--- config.mk ---
export PLATFORM = sky130hd
export DESIGN_NAME = mbox_bank
export DESIGN_NICKNAME = d
export VERILOG_FILES = /design/src/rtl/mbox_pkg.sv /design/src/rtl/mbox_decode.sv /design/src/rtl/mbox_word.sv /design/src/rtl/mbox_steer.sv /design/src/rtl/mbox_bank.sv
export SDC_FILE = /design/constraint.sdc
export NUM_CORES = 1
export LEC_CHECK = 0
export ABC_CLOCK_PERIOD_IN_PS = 1500
export BUFFER_PORTS_ARGS = -buffer_cell sky130_fd_sc_hd__buf_2
export CAP_MARGIN = 20
export CORE_MARGIN = 2
export CORE_UTILIZATION = 45
export CTS_CLUSTER_SIZE = 10
export DETAILED_ROUTE_END_ITERATION = 10
export HOLD_SLACK_MARGIN = 0.08
export PLACE_DENSITY = 0.67
export SYNTH_ARGS = -nofsm -noshare
export SYNTH_HDL_FRONTEND = slang
export SYNTH_SLANG_ARGS = --single-unit
export TNS_END_PERCENT = 1
--- constraint.sdc ---
create_clock -name clk -period 1.5 [get_ports clk]
set_input_delay 0.075 -clock clk [delete_from_list [all_inputs] [get_ports clk]]
set_output_delay 0.075 -clock clk [all_outputs]
set_load 0.01 [all_outputs]
--- src/rtl/mbox_pkg.sv ---
package mbox_pkg;
   typedef enum logic [1:0] {
      RG_NONE = 2'd0,
      RG_CTRL = 2'd1,
      RG_SET  = 2'd2,
      RG_CLR  = 2'd3
   } region_e;
endpackage

--- src/rtl/mbox_decode.sv ---
module mbox_decode
   import mbox_pkg::*;
#(
   parameter int ADDR_W    = 8,
   parameter int NUM_CORES = 4,
   parameter int NUM_BOXES = 16,
   parameter int CTRL_BASE = 'h50,
   parameter int SET_BASE  = 'h80,
   parameter int CLR_BASE  = 'hC0,
   parameter int IDX_W     = $clog2(NUM_BOXES),
   parameter int CORE_W    = $clog2(NUM_CORES)
) (
   input  logic [ADDR_W-1:0] addr,
   output region_e           region,
   output logic [IDX_W-1:0]  box_idx,
   output logic [CORE_W-1:0] core_idx
);
   localparam int EW = ADDR_W + 1;
   localparam logic [ADDR_W:0] CTRL_LO = EW'(CTRL_BASE);
   localparam logic [ADDR_W:0] CTRL_HI = EW'(CTRL_BASE + 4 * NUM_CORES);
   localparam logic [ADDR_W:0] SET_LO  = EW'(SET_BASE);
   localparam logic [ADDR_W:0] SET_HI  = EW'(SET_BASE + 4 * NUM_BOXES);
   localparam logic [ADDR_W:0] CLR_LO  = EW'(CLR_BASE);
   localparam logic [ADDR_W:0] CLR_HI  = EW'(CLR_BASE + 4 * NUM_BOXES);

   logic [ADDR_W:0] a_ext, off_ctrl, off_set, off_clr;

   always_comb begin
      a_ext    = {1'b0, addr};
      off_ctrl = a_ext - CTRL_LO;
      off_set  = a_ext - SET_LO;
      off_clr  = a_ext - CLR_LO;
      region   = RG_NONE;
      box_idx  = '0;
      core_idx = '0;
      if (a_ext >= CTRL_LO && a_ext < CTRL_HI) begin
         region   = RG_CTRL;
         core_idx = CORE_W'(off_ctrl >> 2);
      end else if (a_ext >= SET_LO && a_ext < SET_HI) begin
         region  = RG_SET;
         box_idx = IDX_W'(off_set >> 2);
      end else if (a_ext >= CLR_LO && a_ext < CLR_HI) begin
         region  = RG_CLR;
         box_idx = IDX_W'(off_clr >> 2);
      end
   end
endmodule

--- src/rtl/mbox_word.sv ---
module mbox_word #(
   parameter int DATA_W = 32
) (
   input  logic              clk,
   input  logic              rst_n,
   input  logic              set_en,
   input  logic              clr_en,
   input  logic [DATA_W-1:0] wdata,
   output logic [DATA_W-1:0] q
);
   logic [DATA_W-1:0] after_set, nxt;

   always_comb begin
      after_set = set_en ? (q | wdata) : q;
      nxt       = clr_en ? (after_set & ~wdata) : after_set;
   end

   always_ff @(posedge clk or negedge rst_n) begin
      if (!rst_n) q <= '0;
      else        q <= nxt;
   end

   // a set merges the data in without dropping earlier bits
   assert_set_merges_R1: assert property (@(posedge clk) disable iff (!rst_n)
      $past(set_en && !clr_en) |->
         (((q & $past(wdata)) == $past(wdata)) && ((q & $past(q)) == $past(q))));

   // after a clear, none of the written ones remain
   assert_clear_drops_R2: assert property (@(posedge clk) disable iff (!rst_n)
      $past(clr_en) |-> ((q & $past(wdata)) == '0));

   // an access aimed elsewhere leaves this word alone
   assert_untouched_holds_R5: assert property (@(posedge clk) disable iff (!rst_n)
      $past(!set_en && !clr_en) |-> (q == $past(q)));
endmodule

--- src/rtl/mbox_steer.sv ---
module mbox_steer #(
   parameter int SLOTS  = 4,
   parameter int CTRL_W = 2 * SLOTS
) (
   input  logic              clk,
   input  logic              rst_n,
   input  logic              wr_en,
   input  logic [CTRL_W-1:0] wdata,
   input  logic [SLOTS-1:0]  nonzero,
   output logic [CTRL_W-1:0] ctrl_q,
   output logic [SLOTS-1:0]  irq,
   output logic [SLOTS-1:0]  fiq
);
   if (CTRL_W != 2 * SLOTS) begin : g_bad_ctrl_w
      $error("mbox_steer: CTRL_W must equal 2*SLOTS");
   end

   always_ff @(posedge clk or negedge rst_n) begin
      if (!rst_n)     ctrl_q <= '0;
      else if (wr_en) ctrl_q <= wdata;
   end

   for (genvar k = 0; k < SLOTS; k++) begin : g_slot
      assign fiq[k] = nonzero[k] & ctrl_q[k + SLOTS];
      assign irq[k] = nonzero[k] & ctrl_q[k] & ~ctrl_q[k + SLOTS];
   end

   // a control write lands exactly the low byte it was given
   assert_ctrl_loads_R6: assert property (@(posedge clk) disable iff (!rst_n)
      $past(wr_en) |-> (ctrl_q == $past(wdata)));

   // without a write the control byte keeps its value
   assert_ctrl_keeps_R6: assert property (@(posedge clk) disable iff (!rst_n)
      $past(!wr_en) |-> $stable(ctrl_q));
endmodule

--- src/rtl/mbox_bank.sv ---
module mbox_bank
   import mbox_pkg::*;
#(
   parameter int ADDR_W    = 8,
   parameter int DATA_W    = 32,
   parameter int NUM_CORES = 4,
   parameter int SLOTS     = 4,
   parameter int CTRL_BASE = 'h50,
   parameter int SET_BASE  = 'h80,
   parameter int CLR_BASE  = 'hC0,
   parameter bit READ_REG  = 1'b1
) (
   input  logic                        clk,
   input  logic                        rst_n,
   input  logic                        bus_wr,
   input  logic                        bus_rd,
   input  logic [ADDR_W-1:0]           bus_addr,
   input  logic [DATA_W-1:0]           bus_wdata,
   output logic [DATA_W-1:0]           bus_rdata,
   output logic [NUM_CORES*SLOTS-1:0]  irq_pend,
   output logic [NUM_CORES*SLOTS-1:0]  fiq_pend
);
   localparam int NUM_BOXES = NUM_CORES * SLOTS;
   localparam int IDX_W     = $clog2(NUM_BOXES);
   localparam int CORE_W    = $clog2(NUM_CORES);
   localparam int CTRL_W    = 2 * SLOTS;

   // elaboration-time parameter checks
   if (NUM_CORES < 2 || SLOTS < 1) begin : g_bad_count
      $error("mbox_bank: need at least two cores and one slot");
   end
   if (CTRL_W > DATA_W) begin : g_bad_width
      $error("mbox_bank: control byte wider than data bus");
   end
   if (CTRL_BASE + 4 * NUM_CORES > SET_BASE ||
       SET_BASE + 4 * NUM_BOXES > CLR_BASE ||
       CLR_BASE + 4 * NUM_BOXES > (1 << ADDR_W)) begin : g_bad_map
      $error("mbox_bank: address ranges overlap or overflow");
   end

   region_e           region;
   logic [IDX_W-1:0]  box_idx;
   logic [CORE_W-1:0] core_idx;

   mbox_decode #(
      .ADDR_W(ADDR_W), .NUM_CORES(NUM_CORES), .NUM_BOXES(NUM_BOXES),
      .CTRL_BASE(CTRL_BASE), .SET_BASE(SET_BASE), .CLR_BASE(CLR_BASE),
      .IDX_W(IDX_W), .CORE_W(CORE_W)
   ) u_decode (
      .addr(bus_addr), .region(region), .box_idx(box_idx), .core_idx(core_idx)
   );

   logic [DATA_W-1:0] box_q  [NUM_BOXES];
   logic [CTRL_W-1:0] ctrl_q [NUM_CORES];

   for (genvar i = 0; i < NUM_BOXES; i++) begin : g_box
      logic hit;
      assign hit = bus_wr && (box_idx == IDX_W'(i));
      mbox_word #(.DATA_W(DATA_W)) u_word (
         .clk(clk), .rst_n(rst_n),
         .set_en(hit && region == RG_SET),
         .clr_en(hit && region == RG_CLR),
         .wdata(bus_wdata), .q(box_q[i])
      );
   end

   for (genvar c = 0; c < NUM_CORES; c++) begin : g_core
      logic [SLOTS-1:0] nz;
      for (genvar k = 0; k < SLOTS; k++) begin : g_nz
         assign nz[k] = |box_q[c * SLOTS + k];
      end
      mbox_steer #(.SLOTS(SLOTS), .CTRL_W(CTRL_W)) u_steer (
         .clk(clk), .rst_n(rst_n),
         .wr_en(bus_wr && region == RG_CTRL && core_idx == CORE_W'(c)),
         .wdata(bus_wdata[CTRL_W-1:0]), .nonzero(nz),
         .ctrl_q(ctrl_q[c]),
         .irq(irq_pend[c * SLOTS +: SLOTS]),
         .fiq(fiq_pend[c * SLOTS +: SLOTS])
      );
   end

   logic [DATA_W-1:0] rd_mux;
   always_comb begin
      case (region)
         RG_CTRL: rd_mux = DATA_W'(ctrl_q[core_idx]);
         RG_CLR:  rd_mux = box_q[box_idx];
         default: rd_mux = '0;
      endcase
   end

   if (READ_REG) begin : g_rd_reg
      logic [DATA_W-1:0] rdata_q;
      always_ff @(posedge clk or negedge rst_n) begin
         if (!rst_n) rdata_q <= '0;
         else        rdata_q <= bus_rd ? rd_mux : '0;
      end
      assign bus_rdata = rdata_q;

      // reads outside the readable ranges come back as zero
      assert_blank_read_R4: assert property (@(posedge clk) disable iff (!rst_n)
         ($past(bus_rd) && $past(region) != RG_CTRL && $past(region) != RG_CLR)
            |-> (bus_rdata == '0));
   end else begin : g_rd_comb
      assign bus_rdata = bus_rd ? rd_mux : '0;
   end
endmodule

==> impl_results.md, run 1 <==
- Post-DP HPWL: between 70 and 80 mm
- Reg-to-Reg End: bus_rdata[22]
- RSZ-0062 raised after global routing: true
- P&R area growth vs syn: 34.0%
- Max-slew violation total from the final report: 0
- Hold worst-path end: bus_rdata[4]
- # DRC: 0
- GR Layer Usage met3: 0.0689
- GRT Util Overall: 0.344
- Die height: 253 um
- Via density per instance: 6.58
- Syn nets: roughly 2800
- Final Cycle Share: 1.61
- Crit start category: flop
- Sequential area share after synthesis: 0.518
- CTS clock-pin slew for the worst setup and hold paths: 60 ps
- Vias post-DR: approximately 27000
- Final Power: approximately 45 mW
- CTS tree: built
- Outcome: finished, violations left
- Port bufs: approximately 110
- WL final: 110 mm
- Starting Density: 0.453
- Global-route wire length before repair: approximately 170 mm
- RD Place Congestion: between 0.9 and 1
- CTS H-tree depth: 3
- Hold Crit Class: in -> reg
- Normalized max-slew margin: 0.542
- Slew at the pin with the worst max-slew slack: 687 ps
- Max Root-Sink Buffers: 3
- Die Span X: 253 um
- FF-to-FF setup slack: -70 ps
- Fmax: between 400 and 500 MHz
- DR iter-0 viols: between 4000 and 5000
- Arr. time, crit path: around 2300 ps
- Synth top area share: 0.518
- Post-synthesis cell type count: 48
- Layout filler cell count: 4857
- Crit Path Category: reg -> out
- Layout cell share with drive strength beyond 1: 0.323
- Synth warn: 0
- I/O pins: between 100 and 150
- HP Start: bus_addr[6]
- Final worst slack: -913 ps
- Mapped Cells: 2785
- Drt wl/cell: roughly 26 um
- Failing checks: setup timing
- Final Skew: 25.6 ps
- Nets@finish: about 3400
- GR Overflow Total: 0
- Clock root cell: clkbuf_16
- Synth top area cells: dfrtp_1 (52%), a22o_1 (11%), a21oi_1 (7.0%)
- Vias in the first global route: about 27000
- Hold Crit Depth: 5
- Gr busiest metal: met2
- R2R cell count: 6
- Top_reg_cell synth: dfrtp_1
- Share of flip-flops with an asynchronous set or reset: 1.00
- Final Critical Period: around 2400 ps
- Pwr per Cell Area: ~1200 nW/um^2
- Worst Setup End Kind: output pin
- Largest net degree at the start of global routing: 75
- Worst-Skew Late Latency: between 600 and 700 ps
- Hold WS: 82.4 ps
- Routed Antenna Nets: 0
- Max FO, Critical Path: 2
- Rows: a little over 90
- Largest area contributor in the netlist: dfrtp_1
- # setup viols final: 38
- Grt met2 use: 0.506
- GR Util met1: 0.493
- EDFF count, synth: 0
- Initial antenna violation count: 3
- Final-report hold violation count: 0
- Clk sink count: around 580
- Core area: 61400 sq um
- Synthesized cell area: between 20000 and 30000 sq um
- Peak supply drop: roughly 0.67 mV
- DIE AREA: around 64000 sq um
- Max_cap viols: 0
- Syn_area_per_cell: 9.99 sq um
- Yosys reg bits: approximately 580
- Worst Path Required: roughly 1400 ps
- Leak: between 15 and 20 nW
- First-pass detailed-route iteration total: 6
- TritonCTS Buffers: 69
## metal layers
layer  vias up  wire length (um)
li1      11631                 -
met1     13761             45000
met2      1769             48400
met3       270             12200
met4         0              4770
met5         -                 0
## synthesized netlist by cell type (2+ instances only)
cell type / count
dfrtp_1: 576
a21oi_1: 388
nand2_1: 360
a22o_1: 349
o22ai_1: 196
clkbuf_1: 155
buf_2: 135
nor4_1: 129
mux2i_1: 66
mux2_2: 61
nor2_1: 54
a22oi_1: 46
o21ai_0: 43
nand4_1: 33
o211ai_1: 32
or2_2: 32
nor3_1: 24
nor2b_1: 18
nor3b_1: 16
mux4_2: 11
buf_1: 6
nand3_1: 6
inv_1: 5
and2_1: 4
buf_4: 4
o31ai_1: 4
nand2_2: 3
nand2b_1: 3
o221ai_1: 3
a211oi_1: 2
o21a_1: 2
o311ai_0: 2
o32ai_1: 2
## cells in the final DEF (no fill, tap or decap), types with 4 or more instances in the layout
master,Yosys,routed
nor4_2,0,45
mux2i_1,66,66
mux4_2,11,11
a22oi_2,0,4
nand2_1,360,359
buf_6,0,15
nand3_1,6,6
nor2b_1,18,17
nor3_1,24,24
nor4_4,0,17
a21oi_1,388,385
o21ai_1,0,21
inv_1,5,4
clkbuf_16,0,71
dfrtp_1,576,574
or2_2,32,31
dlygate4sd3_1,0,37
o22ai_1,196,188
a22o_1,349,349
buf_2,135,102
nand4_1,33,33
buf_4,4,563
buf_12,0,86
nor2_4,0,8
nor2_1,54,9
o22ai_2,0,6
mux2_2,61,61
clkbuf_1,155,8
a22oi_1,46,42
clkbuf_8,0,5
inv_6,0,5
o21ai_0,43,22
nor4_1,129,67
nor2_2,0,37
nor3b_1,16,14
o211ai_1,32,32
o31ai_1,4,4
## cells by family after synthesis
kind of cell,after synthesis,share of synthesized area
AND/OR/NAND/NOR,692,0.119
flip-flops,576,0.518
multiplexers,138,0.0573
AO/OA/AOI/OAI,1073,0.258
buffers and inverters,306,0.0479
## metrics by stage
stage	setup slack [ps]	TNS, ps	instances	utilization	instance area, sq um
2_1_floorplan	5.01	0	2785	-	27800
3_3_place_gp	-511	-71500	4042	0.557	34200
3_5_place_dp	-381	-81260	4042	0.557	34200
4_1_cts	-888	-22430	4170	0.603	37000
5_1_grt	-919	-24310	4171	0.608	37300
6_report	-913	-22210	4172	0.608	37300
## where the power goes
| group | internal, mW | total [mW] | switching, mW |
|---|---|---|---|
| clock network | 8.71 | 15.2 | 6.53 |
| logic | 5.41 | 10.6 | 5.21 |
| registers | 17.3 | 19.0 | 1.68 |
## timing repair
item / in CTS / in global routing
endpoints found under the setup margin: 42 / 56
hold buffers: 37 / 0
pin swaps: 26 / 16
gates resized for setup: 93 / 69
buffers inserted: 0 / 1
endpoints found under the hold margin: 1070 / 0
## area by class of cell
cell class | instances | area (sq um) | share of cell area
flip-flops and latches | 576 | 14400 | 0.387
multi-input cells | 1903 | 12900 | 0.346
repair buffers | 805 | 7030 | 0.188
clock buffers | 84 | 1880 | 0.0503
well taps | 790 | 988 | 0.0265
clock inverters | 7 | 53.8 | 0.00144
inverters | 6 | 22.5 | 0.000604
diodes | 1 | 2.50 | 0.0000671
## worst max-delay path: stages (launching register included)
cell and delay (ps):
dfrtp_1 410, nor4_4 380, buf_4 170, nand4_1 210, nor2_1 200, buf_4 160
nor3b_2 40, buf_2 140
## worst max path at each step
stage	from	end	cells past startpoint
final	flop	irq_pend[0]	7
after global routing	flop	irq_pend[0]	7
after CTS	flop	irq_pend[0]	7
after detailed placement	flop	irq_pend[4]	8
after global placement	flop	irq_pend[0]	7
after floorplan	bus_addr[3]	bus_rdata[31]	6
(Power assumes the default switching activity.)
==> inputs of run 2 (changes only) <==
--- a/config.mk
+++ b/config.mk
@@ -7,14 +7,14 @@
 export LEC_CHECK = 0
 export ABC_CLOCK_PERIOD_IN_PS = 1500
 export BUFFER_PORTS_ARGS = -buffer_cell sky130_fd_sc_hd__buf_2
-export CAP_MARGIN = 20
 export CORE_MARGIN = 2
 export CORE_UTILIZATION = 45
 export CTS_CLUSTER_SIZE = 10
 export DETAILED_ROUTE_END_ITERATION = 10
 export HOLD_SLACK_MARGIN = 0.08
-export PLACE_DENSITY = 0.67
+export PLACE_DENSITY = 0.68
 export SYNTH_ARGS = -nofsm -noshare
 export SYNTH_HDL_FRONTEND = slang
+export SYNTH_HIERARCHICAL = 1
 export SYNTH_SLANG_ARGS = --single-unit
 export TNS_END_PERCENT = 1
==> run 2 against run 1 <==
  * The flow still finishes with violations (setup timing)
  * Clock-buffer cell count fell by 7
  * First-iteration DRC count fell by 32%
  * Synthesized cell count fell by 17%
  * Clock power fell by 4%
  * Die area fell by 3.8%
  * Synthesized area fell by 3.8%
  * Combinational power rose by 10%
  * Global-route usage fell by 4.6 points
  * Via count fell by 13%
  * Cell count fell by 8.7%
  * Flip-flop and latch count did not move
  * Critical path type unchanged
==> impl_results.md, run 2 <==
- Outcome: finished, violations left
- Failing checks: setup timing
- Leak: roughly 16 nW
- Via density per instance: 6.27
- Rows: 89
- Commonest cells after routing, fill and taps aside: a21oi_1 (1020), buf_4 (578), dfrtp_1 (575)
- WL final: between 90 and 100 mm
- Die Span X: 248 um
- Crit Path Category: reg -> out
- Top_reg_cell synth: dfrtp_1
- Routed Antenna Nets: 0
- Synthesized cell area: 26800 sq um
- Synth cell count leaders: a21oi_1 (1024), dfrtp_1 (576), mux4_2 (136)
- Cell with the most instances after synthesis: a21oi_1
- First-pass detailed-route iteration total: 6
- Metal3 WL: between 7 and 8 mm
- Final Cycle Share: 1.64
- Critical path, cell by cell: nor4_4 > buf_4 > nand4_1 > or2_4 > and3b_1 > buf_2
- CTS H-tree depth: 3
- Synth warn: 6
- Clock power frac: 0.321
- Max-slew violation total from the final report: 0
- P&R area growth vs syn: 34.6%
- Vias post-DR: around 24000
- FF-to-FF setup slack: -100 ps
- Final Critical Period: around 2500 ps
- CP Launch Point: g_box[5].u_word/q[29]
- Post-synthesis cell type count: 30
- Max FO, Critical Path: 2
- CP endpoint: irq_pend[5]
- Largest area contributor in the netlist: dfrtp_1
- Arr. time, crit path: around 2400 ps
- Mapped Cells: 2300
- Synth top area cells: dfrtp_1 (54%), a21oi_1 (19%), mux4_2 (11%)
- Hold Crit Class: in -> reg
- CP max stage delay: 400 ps
- Seq pwr share: 0.422
- Starting Density: 0.454
- Synth top area share: 0.539
- Switching power of the nets: between 10 and 15 mW
- Met2 WL post-DR: around 44 mm
- I/O pins: approximately 110
- Pint: about 32 mW
- Final-report hold violation count: 0
- GRT Util Overall: 0.298
- Hold WS: roughly 180 ps
- DR iter-0 viols: roughly 2800
- R2R cell count: 5
- Nets@finish: between 3000 and 4000
- Largest net degree at the start of global routing: 73
- TritonCTS Buffers: just under 70
- Peak supply drop: 0.773 mV
- Clock root cell: clkbuf_16
- Port bufs: approximately 110
- Core area: between 50000 and 60000 sq um
- Layout cell share with drive strength beyond 1: 0.378
- Worst Path Required: 1420 ps
- Worst Setup End Kind: output pin
- Largest register by flop count: g_box.u_word/q
- Critical R2R Launch: g_box[2].u_word/q[19]
- Switching share of power: 0.290
- Fmax: 407 MHz
- Clk sink count: ~580
- Most common cell after layout, fill and taps aside: a21oi_1
- Final worst slack: -958 ps
- Share of flip-flops with an asynchronous set or reset: 1.00
- Crit start category: flop
- CP max stage cell: dfrtp_1
- Final Skew: between 15 and 20 ps
- Syn_area_per_cell: 11.6 sq um
- Worst-Skew Late Latency: around 600 ps
- CTS clock-pin slew for the worst setup and hold paths: about 60 ps
- Initial antenna violation count: 1
- CTS tree: built
- Pwr per Cell Area: about 1300 nW/um^2
- Top layer in use: met5
- Number of flip-flops in the largest register: roughly 500
- RSZ-0062 raised after global routing: true
- Yosys reg bits: 576
- ANT cells: 0
- DIE AREA: 61400 sq um
- GR Overflow Total: 0
- Total negative slack: -27700 ps
- Slew at the pin with the worst max-slew slack: 759 ps
- Sequential area share after synthesis: 0.539
- Normalized max-slew margin: 0.494
- RD Place Congestion: 0.934
- Global-route wire length before repair: ~140 mm
- # setup viols final: 48
- Syn nets: 2344
- WL met1: 35.8 mm
- Post-DP HPWL: roughly 65 mm
- Layout filler cell count: ~4400
- # DRC: 0
- Vias in the first global route: 24107
- Die height: approximately 250 um
- Drt wl/cell: 23.8 um
- EDFF count, synth: 0
- Comb pwr share: 0.257
- Reg-to-Reg End: bus_rdata[19]
- Max_cap viols: 0
- Max Root-Sink Buffers: 3
- Setup bufs post-CTS: 0
## run 2: critical path: cells and delay by family (launching register included)
family	cells	cell delay, ps
DFF	1	400
buffers and inverters	2	300
and+or+nand+nor	4	1080
## run 2: cell families (layout without fill, tap and decap cells)
| family | count (synthesis) | after routing | share of synthesized area |
|---|---|---|---|
| compound gates | 1065 | 1065 | 0.202 |
| flops | 576 | 576 | 0.539 |
| simple gates | 284 | 284 | 0.0641 |
| mux | 224 | 224 | 0.153 |
| buf+inv | 151 | 887 | 0.0414 |
## run 2: through the flow
step                setup WS [ps]  cells  area [sq um]  utilization  total power [mW]
floorplan                    -211   2300         26900            -              23.4
global placement             -597   3693         33100        0.561              29.5
detailed placement           -597   3693         33100        0.561              30.0
CTS                          -962   3810         35800        0.607              45.2
global route                 -964   3809         36000        0.611              47.3
finish                       -958   3809         36000        0.611              45.5
## run 2: how the worst min path moves through the flow
stage                           start                    end  slack [ps]  depth (start not counted)
final                     bus_addr[7]           bus_rdata[0]         180                          5
after global routing      bus_addr[7]           bus_rdata[0]         220                          5
after CTS                 bus_addr[7]           bus_rdata[0]         150                          5
after detailed placement        rst_n  g_box[11].u_word/q[5]          60                          2
after global placement          rst_n  g_box[11].u_word/q[6]          60                          2
after floorplan                 rst_n           bus_rdata[0]        -220                          0
## run 2: what timing repair did
item	CTS	global route
hold buffers	37	0
resized for setup	102	44
pin swaps	48	12
endpoints found under the setup margin	55	62
endpoints found under the hold margin	1030	0
## run 2: power groups by stage
stage	clock (mW)	combinational [mW]	sequential (mW)
after floorplan	0	4.35	19.0
after global placement	0	10.4	19.1
after detailed placement	0	10.8	19.2
after CTS	14.8	11.3	19.1
after global routing	15.4	12.4	19.4
final	14.6	11.7	19.2
## run 2: area by class of cell
type,count,area [sq um],share of cell area
Clock buffer,77,1800,0.0499
Clock inverter,6,58.8,0.00163
Multi-Input combinational cell,1573,12000,0.333
Sequential cell,576,14400,0.400
Tap cell,773,967,0.0269
Timing Repair Buffer,804,6790,0.189
## run 2: per-layer routing
metal,up-vias,GRT usage
li1,10325,-
met1,12102,0.404
met2,1219,0.477
met3,216,0.0477
met4,2,0.132
met5,-,0
